<file path="src/rtl/ser_pkg.sv">
package ser_pkg;
  // Fan-in of the second (output) stage cell; fixed by the tree shape.
  localparam int unsigned OUT_FANIN = 4;

  // Parallel index carried by serial position p when each first-stage
  // cell has fan-in f (before any MSB-first reversal).
  function automatic int unsigned slot_to_index(input int unsigned p,
                                                input int unsigned f);
    return f * (p % OUT_FANIN) + (p / OUT_FANIN);
  endfunction
endpackage

</file>
<file path="src/rtl/ser_rst_sync.sv">
module ser_rst_sync (
  input  logic clk,
  input  logic rst_n,
  output logic rst_sync_n
);
  logic [1:0] sync_q;
  logic [1:0] sync_d;

  always_comb begin
    sync_d = {sync_q[0], 1'b1};
  end

  always_ff @(posedge clk or negedge rst_n) begin
    if (!rst_n) begin
      sync_q <= 2'b00;
    end else begin
      sync_q <= sync_d;
    end
  end

  assign rst_sync_n = sync_q[1];
endmodule

</file>
<file path="src/rtl/ser_cell.sv">
module ser_cell #(
  parameter int unsigned N = 4
) (
  input  logic         clk,
  input  logic         rst_n,
  input  logic         ce,
  input  logic [N-1:0] d,
  output logic         q,
  output logic         div_o
);
  localparam int unsigned CW = (N > 1) ? $clog2(N) : 1;
  localparam logic [CW-1:0] LAST = CW'(N - 1);

  logic [CW-1:0] cnt_q, cnt_d;
  logic [N-1:0]  hold_q, hold_d;
  logic          at_last;

  assign at_last = (cnt_q == LAST);
  assign div_o   = ce && at_last;

  always_comb begin
    cnt_d  = cnt_q;
    hold_d = hold_q;
    if (ce) begin
      cnt_d = at_last ? '0 : cnt_q + CW'(1);
    end
    if (div_o) begin
      hold_d = d;
    end
  end

  always_ff @(posedge clk or negedge rst_n) begin
    if (!rst_n) begin
      cnt_q  <= '0;
      hold_q <= '0;
    end else begin
      cnt_q  <= cnt_d;
      hold_q <= hold_d;
    end
  end

  assign q = hold_q[cnt_q];
endmodule

</file>
<file path="src/rtl/ser_tree.sv">
module ser_tree #(
  parameter int unsigned WORD_W    = 16,
  parameter bit          MSB_FIRST = 1'b1
) (
  input  logic              clk,
  input  logic              rst_n,
  input  logic [WORD_W-1:0] data_i,
  output logic              word_strobe,
  output logic              serial_o
);
  import ser_pkg::*;

  localparam int unsigned FANIN1 = WORD_W / OUT_FANIN;

  logic                  rst_sync_n;
  logic [WORD_W-1:0]     ordered;
  logic [OUT_FANIN-1:0]  s1_q;
  logic [OUT_FANIN-1:0]  s1_div;
  logic                  s1_ce;
  logic                  s2_q;
  logic                  ser_d;

  ser_rst_sync u_rst (
    .clk       (clk),
    .rst_n     (rst_n),
    .rst_sync_n(rst_sync_n)
  );

  // Bit order chosen at elaboration.
  for (genvar i = 0; i < WORD_W; i++) begin : g_order
    if (MSB_FIRST) begin : g_msb
      assign ordered[i] = data_i[WORD_W-1-i];
    end else begin : g_lsb
      assign ordered[i] = data_i[i];
    end
  end

  // First stage: 4:1 cells for 16-bit words, 2:1 cells for 8-bit words.
  for (genvar k = 0; k < OUT_FANIN; k++) begin : g_stage1
    ser_cell #(.N(FANIN1)) u_cell (
      .clk  (clk),
      .rst_n(rst_sync_n),
      .ce   (s1_ce),
      .d    (ordered[FANIN1*k +: FANIN1]),
      .q    (s1_q[k]),
      .div_o(s1_div[k])
    );
  end

  // Second stage steps every fast cycle; its divided pulse clocks stage 1.
  ser_cell #(.N(OUT_FANIN)) u_stage2 (
    .clk  (clk),
    .rst_n(rst_sync_n),
    .ce   (1'b1),
    .d    (s1_q),
    .q    (s2_q),
    .div_o(s1_ce)
  );

  // All first-stage cells run in lockstep.
  assign word_strobe = &s1_div;

  always_comb begin
    ser_d = s2_q;
  end

  always_ff @(posedge clk or negedge rst_sync_n) begin
    if (!rst_sync_n) begin
      serial_o <= 1'b0;
    end else begin
      serial_o <= ser_d;
    end
  end
endmodule

</file>
<file path="config.mk">
export PLATFORM = sky130hd
export DESIGN_NAME = ser_tree
export DESIGN_NICKNAME = d
export VERILOG_FILES = /design/src/rtl/ser_pkg.sv /design/src/rtl/ser_rst_sync.sv /design/src/rtl/ser_cell.sv /design/src/rtl/ser_tree.sv
export SDC_FILE = /design/constraint.sdc
export NUM_CORES = 1
export LEC_CHECK = 0
export ABC_AREA = 1
export CORE_MARGIN = 2
export CORE_UTILIZATION = 45
export DETAILED_ROUTE_END_ITERATION = 6
export HOLD_SLACK_MARGIN = 0.02
export PLACE_DENSITY = 0.73
export SETUP_SLACK_MARGIN = 0.02
export SYNTH_ARGS = -nofsm -noshare
export SYNTH_HDL_FRONTEND = slang
export SYNTH_SLANG_ARGS = --single-unit
export TNS_END_PERCENT = 20
</file>
<file path="constraint.sdc">
create_clock -name clk -period 1.47 [get_ports clk]
set_input_delay 0.441 -clock clk [delete_from_list [all_inputs] [get_ports clk]]
set_output_delay 0.441 -clock clk [all_outputs]
set_load 0.1 [all_outputs]
</file>
Word-level counts from Yosys, hierarchy flattened

Index checks and enable logic that the tools add are counted.

Bits in registers: 33
Output and inout bits: 2
Word-level logic and storage cells: 47

Add/subtract/negate cells: 5
$lt $le $gt $ge: 5
Eq/ne operators: 5
Mux-type cells: 15
Reductions and logical operators: 5

Operators with widths:

| cell                                                                         | number |
|---|---|
| 2-bit by 3-bit less-than comparator with 1-bit output, second input constant | 5 |
| 2-bit by 1-bit adder with 2-bit output, second input constant                | 5 |
| 1-bit binary-select mux with 2-bit select                                    | 5 |
| 2-bit equality test, second input constant                                   | 5 |
| 2-bit 2-to-1 mux                                                             | 5 |
| 1-bit 2-to-1 mux                                                             | 5 |
| 1-bit logical AND                                                            | 4 |
| 4-bit AND reduction                                                          | 1 |

Logic depth before layout (Yosys ltp)

Gate-level depths: netlist (run 1).

Depth after elaboration: 3
Gate-level depth with buffers: 6

Hierarchy

Synthesis (run 1) repeated with hierarchy kept, for this count alone.

Cell total of the unflattened synthesis: 183
Area total of the unflattened synthesis: 1,607.8 µm²

By module, submodules not included:

| module       | instances | cells an instance | area an instance (µm²) | seq. area each (µm²) |
|---|---|---|---|---|
| ser_cell     | 5         | 35                | 302.8                  | 150.1 |
| ser_rst_sync | 1         | 3                 | 53.8                   | 50.0 |
| ser_tree     | 1         | 5                 | 40.0                   | 25.0 |

Worst setup path before layout (run 1)

No wires, ideal clock.

Path kind: flip-flop to output port
Start: reg u_stage2.cnt_q[0]
End: out word_strobe
Arrival time: 2,424 ps
Setup slack: -1,395 ps
Cell stages (with the launch flop): 4
Path buffers: 0
Cell sequence: dfrtp_1 -> ha_1 -> nand2_2 -> nor4_2

Word-level cells in the longest chain between the ends: 3

Ends and longest elaborated chain:

| what                    | line           | source |
|---|---|---|
| from (decl)             | ser_cell.sv:14 | `logic [CW-1:0] cnt_q, cnt_d;` |
| from (signal assigned)  | ser_cell.sv:37 | `cnt_q <= cnt_d;` |
| 2-bit equality test (*) | ser_cell.sv:18 | `assign at_last = (cnt_q == LAST);` |
| 1-bit logical AND       | ser_cell.sv:19 | `assign div_o = ce && at_last;` |
| 4-bit AND reduction (*) | ser_tree.sv:61 | `assign word_strobe = &s1_div;` |
| to (decl)               | ser_tree.sv:8  | `output logic word_strobe,` |

Every way passes the cells marked *; elsewhere a longest branch is shown, timed or not.

Worst setup path after layout (run 1)

Ends and elaborated chain as after synthesis.

==> qor.yml, run 1 <==
status: "finished with violations"
violations: "setup timing"
clk_pin_slew_ns: 0.10
cp_slowest_cell: "dfrtp_1"
hold_viol: 0
final_common_cell: "nand2_1"
grt.busiest_layer: "met2"
peakVddDrop_mv: 0.619
met1_usage: 0.200
final_cell_mix: "nand2_1, dfrtp_1, inv_1"
grt_use_met2: 0.292
routabilityCongestion: 0.798
grt_pass1_wl_um: 4680
cts_htree_levels: 2
min_period_over_period: 1.31
fin_ws_ns: -0.460
cp_max_fo: 4
power_density_mw_per_mm2: 906
wirelength_um: 2640
port_buffers: 19
cts_hold_buffers: 0
start_util: 0.476
synth_seq_cells: 33
critPathRequiredTime_ns: 1.03
hpwl_um: 1960
n_antenna_cell: 0
drive_gt1_frac: 0.146
cp.depth: 4
num_rows: 20
cp.arrival_ns: 1.49
leakage_nw: 0.989
finalMaxSlewViolations: 0
yosysUniqueCellTypes: 13
cp-start-kind: "flop"
finalSetupViolations: 1
yosys_warnings: 0
fmax_mhz: 518
endpoint: "word_strobe"
path_class: "reg -> out"
postPlaceCellArea_mm2: 0.00184
synth_area_per_cell_um2: 8.52
syn_nets: 196
power_mw: 1.76
ff2ff_path_depth: 5
cts.path.max_buffers: 2
met3_usage: 0.0567
area_delta_synth_final_pct: 32.9
die_h_um: 61.1
via_per_inst: 4.47
cts_buffers: 5
root_buffer: "clkbuf_4"
skew_ns: 0.0161
final.setup.tns_ns: -0.460
avgRoutedWirePerCell_um: 10.3
final_nets: 236
grt_pass1_vias: 1153
ff2ff_setup_slack_ns: 0.24
r2r-end: "g_stage1[2].u_cell.hold_q[2]$_DFFE_PN0P_"
rr_startpoint: "u_stage2.cnt_q[0]$_DFF_PN0_"
hold_class: "reg -> async"
antenna_found_initial: 0
vias: 1150
cp-end-kind: "output port"
netlist_area_mm2: 0.00147
clkLatencyLatePin_ns: 0.33
core_mm2: 0.00308
cpPeakStageDelay_ns: 0.40
final_core_util: 0.633
path_delay_family: "flip-flops"
drtIter0Drc: 18
rsz0062_at_grt: "yes"
fin_cells: 257
drt-pass1-iter-count: 4
ios: 20
synth-seq-area-share: 0.564
grt_overflow: 0
finalCriticalPeriod_ns: 1.93
antenna_left: 0
grt_use_total: 0.175
drc: 0
die_x_um: 61.1
critPathBufInv: 1
cp-startpoint: "u_stage2.cnt_q[0]$_DFF_PN0_"
design_area_mm2: 0.00195
dp.cells: 248
cap_violations: 0
grt_max_degree: 32
syn_inst: 172
dieArea_mm2: 0.00373
numClockSinks: 33
cts_tree: "done"
path_cells: "ha_2, nand2_2, nor4_4, buf_12"
[worst min path at each step]
stage | startpoint | endpoint | slack, ns | cells past startpoint
global placement | u_rst.sync_q[1]$_DFF_PN0_ | g_stage1[3].u_cell.hold_q[2]$_DFFE_PN0P_ | 0.26 | 1
CTS | rst_n | u_rst.sync_q[1]$_DFF_PN0_ | 0.24 | 1
finish | u_rst.sync_q[1]$_DFF_PN0_ | g_stage1[3].u_cell.hold_q[1]$_DFFE_PN0P_ | 0.25 | 1
detailed placement | u_rst.sync_q[1]$_DFF_PN0_ | g_stage1[2].u_cell.cnt_q[1]$_DFFE_PN0N_ | 0.28 | 1
floorplan | rst_n | u_rst.sync_q[0]$_DFF_PN0_ | 0.15 | 0
global route | rst_n | u_rst.sync_q[0]$_DFF_PN0_ | 0.25 | 1
[cells in the mapped netlist, drive strengths merged]
cell type	count	area, um2
ha	6	75.1
conb	1	3.75
a21oi	16	80.1
nand2	42	163
nor2	22	82.6
buf	2	12.5
nand3	10	50.1
inv	28	105
dfrtp	33	826
o21ai	11	55.1
nor4	1	12.5
[registers in the layout, summed over array words and instances (netlist names)]
signal / cells
g_stage1.u_cell.hold_q: 16
g_stage1.u_cell.cnt_q: 8
u_stage2.hold_q: 4
u_rst.sync_q: 2
u_stage2.cnt_q: 2
serial_o: 1
[metal layers]
| metal | up-vias | share of wire |
|---|---|---|
| met3 | 4 | 0.036 |
| met1 | 519 | 0.44 |
| met4 | 0 | 0.013 |
| met5 | - | 0 |
| met2 | 14 | 0.51 |
| li1 | 613 | - |
[final cells by class]
cell class | instances | area [um2]
flip-flops and latches | 33 | 826
multi-input cells | 109 | 546
fillers | 270 | 1130
repair buffers | 35 | 330
well taps | 44 | 55.1
clock inverters | 1 | 30.0
clock buffers | 7 | 55.1
inverters | 28 | 105
[logic make-up (layout without fill, tap and decap cells)]
logic type | after synthesis | after routing | synth area share
simple gates | 75 | 75 | 0.210
flops | 33 | 33 | 0.564
buf+inv | 30 | 71 | 0.0803
compound gates | 27 | 27 | 0.0922
fa+ha+maj | 6 | 6 | 0.0512
other cells | 1 | 1 | 0.00256
[through the flow]
stage	hold slack (ns)	setup slack [ns]
floorplan	0.145	-0.749
global placement	0.262	-0.116
detailed placement	0.276	-0.150
CTS	0.244	-0.484
global route	0.249	-0.560
finish	0.246	-0.460
[where the power goes]
group	internal, mW	total (mW)	switching [mW]
logic	0.0642	0.123	0.0591
clock network	0.406	0.692	0.285
registers	0.939	0.949	0.0104
total	1.41	1.76	0.355
[what timing repair did]
action / in CTS / in global routing
pin swaps: 1 / 0
setup buffers: 1 / 0
resized for setup: 3 / 1
endpoints found under the setup margin: 1 / 1
(Power assumes the default switching activity.)
==> run 2, diff against run 1 <==
--- a/config.mk
+++ b/config.mk
@@ -6,11 +6,12 @@
 export NUM_CORES = 1
 export LEC_CHECK = 0
 export ABC_AREA = 1
+export CORE_ASPECT_RATIO = 0.8
 export CORE_MARGIN = 2
-export CORE_UTILIZATION = 45
+export CORE_UTILIZATION = 53
 export DETAILED_ROUTE_END_ITERATION = 6
 export HOLD_SLACK_MARGIN = 0.02
-export PLACE_DENSITY = 0.73
+export PLACE_DENSITY = 0.82
 export SETUP_SLACK_MARGIN = 0.02
 export SYNTH_ARGS = -nofsm -noshare
 export SYNTH_HDL_FRONTEND = slang
==> qor.yml, run 2 (synthesis gave the netlist of run 1 again) <==
final_nets: 238
grt_pass1_wl_um: 4860
finalMaxSlewViolations: 0
hpwl_um: 2090
finalCriticalPeriod_ns: 1.94
leakage_nw: 0.983
fin_cells: 253
design_area_mm2: 0.00194
clk_pin_slew_ns: 0.09
core_mm2: 0.00270
n_antenna_cell: 0
vias: 1207
status: "finished with violations"
numClockSinks: 33
final_cell_mix: "nand2_1, dfrtp_1, inv_1"
antenna_left: 0
die_h_um: 51.0
cp.arrival_ns: 1.50
postPlaceCellArea_mm2: 0.00182
area_delta_synth_final_pct: 32.6
violations: "setup timing"
critPathRequiredTime_ns: 1.03
cp_max_fo: 2
power_mw: 1.56
dieArea_mm2: 0.00320
ff2ff_setup_slack_ns: 0.18
drt-pass1-iter-count: 4
start_util: 0.542
ios: 20
critPathBufInv: 2
skew_ns: 0.00528
drtIter0Drc: 80
path_delay_family: "flip-flops"
drc: 0
cts_htree_levels: 2
largest_reg_flops: 16
dp.cells: 241
final_core_util: 0.719
hold_viol: 0
grt_pass1_vias: 1230
num_rows: 17
cts_buffers: 5
hold_class: "in -> async"
cp-end-kind: "output port"
finalSetupViolations: 1
via_per_inst: 4.77
grt_overflow: 0
cap_violations: 0
avgRoutedWirePerCell_um: 11.8
fin_ws_ns: -0.474
r2r-end: "g_stage1[2].u_cell.hold_q[2]$_DFFE_PN0P_"
port_buffers: 19
fmax_mhz: 514
grt_use_total: 0.201
ff2ff_path_depth: 5
antenna_found_initial: 0
whs_ns: 0.251
regMostFlops: "g_stage1.u_cell.hold_q"
top_regs: "g_stage1.u_cell.hold_q: 16 flops, g_stage1.u_cell.cnt_q: 8 flops, u_stage2.hold_q: 4 flops"
power_density_mw_per_mm2: 805
cp_slowest_cell: "dfrtp_1"
cp-start-kind: "flop"
wirelength_um: 2990
rr_startpoint: "u_stage2.cnt_q[1]$_DFF_PN0_"
cts_tree: "done"
peakVddDrop_mv: 0.675
drive_gt1_frac: 0.172
cpPeakStageDelay_ns: 0.37
die_x_um: 62.8
cts.path.max_buffers: 2
grt_max_degree: 32
path_cells: "ha_2, inv_2, nor4_4, buf_12"
routabilityCongestion: 0.848
min_period_over_period: 1.32
final_common_cell: "nand2_1"
root_buffer: "clkbuf_4"
rsz0062_at_grt: "yes"
path_class: "reg -> out"
clkLatencyLatePin_ns: 0.34
fill_cells: 215
-- run 2: cell count changes in the layout (fill, tap and decap cells not counted), sizes merged --
| cell | delta |
|---|---|
| buf | +2 |
| bufinv | -1 |
| clkbuf | +1 |
-- run 2: cell type report --
class | count | area [um2] | share of cell area
clock buffers | 8 | 48.8 | 0.0251
inverters | 28 | 105 | 0.0541
multi-input cells | 109 | 568 | 0.292
flip-flops and latches | 33 | 828 | 0.426
well taps | 38 | 47.5 | 0.0245
repair buffers | 37 | 345 | 0.178
-- run 2: where the power goes --
group / internal, mW / switching [mW]
Combinational: 0.0642 / 0.0620
Clock: 0.190 / 0.298
Sequential: 0.939 / 0.0110
Total: 1.19 / 0.371
-- run 2: worst max-delay path by stage --
| stage | startpoint | to | cells past startpoint |
|---|---|---|---|
| 2_1_floorplan | u_stage2.cnt_q[0]$_DFF_PN0_ | word_strobe | 3 |
| 3_3_place_gp | u_stage2.cnt_q[0]$_DFF_PN0_ | word_strobe | 4 |
| 3_5_place_dp | u_stage2.cnt_q[0]$_DFF_PN0_ | word_strobe | 4 |
| 4_1_cts | u_stage2.cnt_q[0]$_DFF_PN0_ | word_strobe | 4 |
| 5_1_grt | g_stage1[2].u_cell.cnt_q[0]$_DFFE_PN0N_ | word_strobe | 4 |
| 6_report | g_stage1[2].u_cell.cnt_q[0]$_DFFE_PN0N_ | word_strobe | 4 |
-- run 2: per-layer routing --
metal / wire length, um / track usage / up-vias
met5: 0 / 0 / -
met4: 25 / 0.0593 / 0
met3: 178 / 0.0749 / 2
met2: 1510 / 0.384 / 40
met1: 1270 / 0.209 / 552
li1: - / - / 613
-- run 2: through the flow --
stage	setup TNS, ns	setup slack [ns]
floorplan	-0.749	-0.749
global placement	-0.117	-0.117
detailed placement	-0.157	-0.157
CTS	-0.493	-0.493
global route	-0.521	-0.521
finish	-0.474	-0.474
-- run 2: timing repair --
item,CTS,global route
resized for setup,1,11
pin swaps,1,5
hold buffers,0,0
setup endpoints to repair,1,1
setup buffers,1,3
==> run 3, diff against run 2 <==
--- a/config.mk
+++ b/config.mk
@@ -11,7 +11,9 @@
 export CORE_UTILIZATION = 53
 export DETAILED_ROUTE_END_ITERATION = 6
 export HOLD_SLACK_MARGIN = 0.02
+export MAX_ROUTING_LAYER = met4
 export PLACE_DENSITY = 0.82
+export REMOVE_ABC_BUFFERS = 1
 export SETUP_SLACK_MARGIN = 0.02
 export SYNTH_ARGS = -nofsm -noshare
 export SYNTH_HDL_FRONTEND = slang
==> qor.yml, run 3 (synthesis gave the netlist of run 1 again) <==
status: "finished with violations"
violations: "setup timing"
final_nets: 238
clkLatencyLatePin_ns: 0.33
hold_class: "reg -> async"
routabilityCongestion: 0.805
fill_cells: 215
whs_ns: 0.0713
avgRoutedWirePerCell_um: 12.2
power_mw: 1.65
dieArea_mm2: 0.00320
largest_reg_flops: 16
drive_gt1_frac: 0.167
grt_overflow: 0
fin_ws_ns: -0.583
cp_max_fo: 3
finalSetupViolations: 1
wirelength_um: 3090
path_class: "reg -> out"
cts_tree: "done"
cts_hold_buffers: 0
grt_pass1_vias: 1282
hpwl_um: 2300
antenna_left: 0
die_h_um: 51.0
cp-end-kind: "output port"
drtIter0Drc: 77
ios: 20
final_cell_mix: "nand2_1, dfrtp_1, inv_1"
die_x_um: 62.8
port_buffers: 19
numClockSinks: 33
skew_ns: 0.00304
cp-start-kind: "flop"
antenna_found_initial: 0
cts.path.max_buffers: 2
critPathRequiredTime_ns: 1.03
rsz0062_at_grt: "yes"
root_buffer: "clkbuf_4"
clk_pin_slew_ns: 0.10
final_common_cell: "nand2_1"
core_mm2: 0.00270
fmax_mhz: 487
start_util: 0.542
pre_cts_ws_ns: -0.176
via_per_inst: 4.78
finalCriticalPeriod_ns: 2.05
hold_viol: 0
final.setup.tns_ns: -0.583
area_delta_synth_final_pct: 33.9
finalMaxSlewViolations: 0
power_density_mw_per_mm2: 839
num_rows: 17
drt-pass1-iter-count: 4
min_period_over_period: 1.40
cp.arrival_ns: 1.61
grt_pass1_wl_um: 5390
cap_violations: 0
top_regs: "g_stage1.u_cell.hold_q: 16 flops, g_stage1.u_cell.cnt_q: 8 flops, u_stage2.hold_q: 4 flops"
grt_max_degree: 28
vias: 1210
peakVddDrop_mv: 0.501
grt_use_total: 0.230
cts_htree_levels: 2
regMostFlops: "g_stage1.u_cell.hold_q"
n_antenna_cell: 0
drc: 0
cts_buffers: 5
leakage_nw: 1.01
[run 3: cell types whose count changed in the layout (fill, tap and decap cells not counted), sizes merged]
cell	delta
clkinv	+1
clkbuf	-1
[run 3: final cells by class]
class / count / area (um2) / area share
Timing Repair Buffer: 37 / 345 / 0.176
Sequential cell: 33 / 826 / 0.421
Clock inverter: 1 / 5.00 / 0.00255
Inverter: 28 / 105 / 0.0536
Tap cell: 38 / 47.5 / 0.0242
Multi-Input combinational cell: 109 / 568 / 0.290
Clock buffer: 7 / 65.1 / 0.0332
[run 3: worst paths after layout]
check | from | to | slack [ns] | cells after the start
worst max-delay path | u_stage2.cnt_q[0]$_DFF_PN0_ | word_strobe | -0.58 | 5
worst min-delay path | u_rst.sync_q[1]$_DFF_PN0_ | g_stage1[2].u_cell.hold_q[2]$_DFFE_PN0P_ | 0.07 | 0
worst max register to register | u_stage2.cnt_q[0]$_DFF_PN0_ | g_stage1[3].u_cell.hold_q[3]$_DFFE_PN0P_ | 0.17 | 6
worst min register to register | u_rst.sync_q[1]$_DFF_PN0_ | g_stage1[2].u_cell.hold_q[2]$_DFFE_PN0P_ | 0.07 | 0
max in group asynchronous | u_rst.sync_q[1]$_DFF_PN0_ | g_stage1[0].u_cell.hold_q[0]$_DFFE_PN0P_ | 0.83 | 1
min in group clk | u_rst.sync_q[0]$_DFF_PN0_ | u_rst.sync_q[1]$_DFF_PN0_ | 0.37 | 0
[run 3: through the flow]
step,std cells,cell area [um2],util
2_1_floorplan,170,1450,-
3_3_place_gp,242,1820,0.675
3_5_place_dp,242,1820,0.675
4_1_cts,252,1910,0.708
5_1_grt,253,1960,0.726
6_report,253,1960,0.726
[run 3: repair_timing]
item,4_1_cts,5_1_grt
endpoints found under the setup margin,1,8
hold endpoints to repair,0,0
resized for setup,2,7
setup buffers,2,1
pin swaps,4,3
[run 3: per-layer routing]
layer  up-vias  track usage  part of all wire
li1        616            -                 -
met1       557        0.254              0.41
met2        29        0.401              0.52
met3         8       0.0661             0.048
met4         0       0.0889             0.028
met5         -            -                 0
[run 3: critical path, cell delays in order, from the launching register on]
cell and delay [ns]:
dfrtp_1 0.45, ha_4 0.19, nand2_4 0.06, nor4_4 0.26
buf_4 0.15, buf_12 0.16
[run 3: where the power goes]
part	internal [mW]	total, mW	switching (mW)	leakage (nW)
registers	0.939	0.952	0.0132	0.408
logic	0.0641	0.123	0.0592	0.560
clock network	0.277	0.572	0.295	0.0413
total	1.28	1.65	0.367	1.01
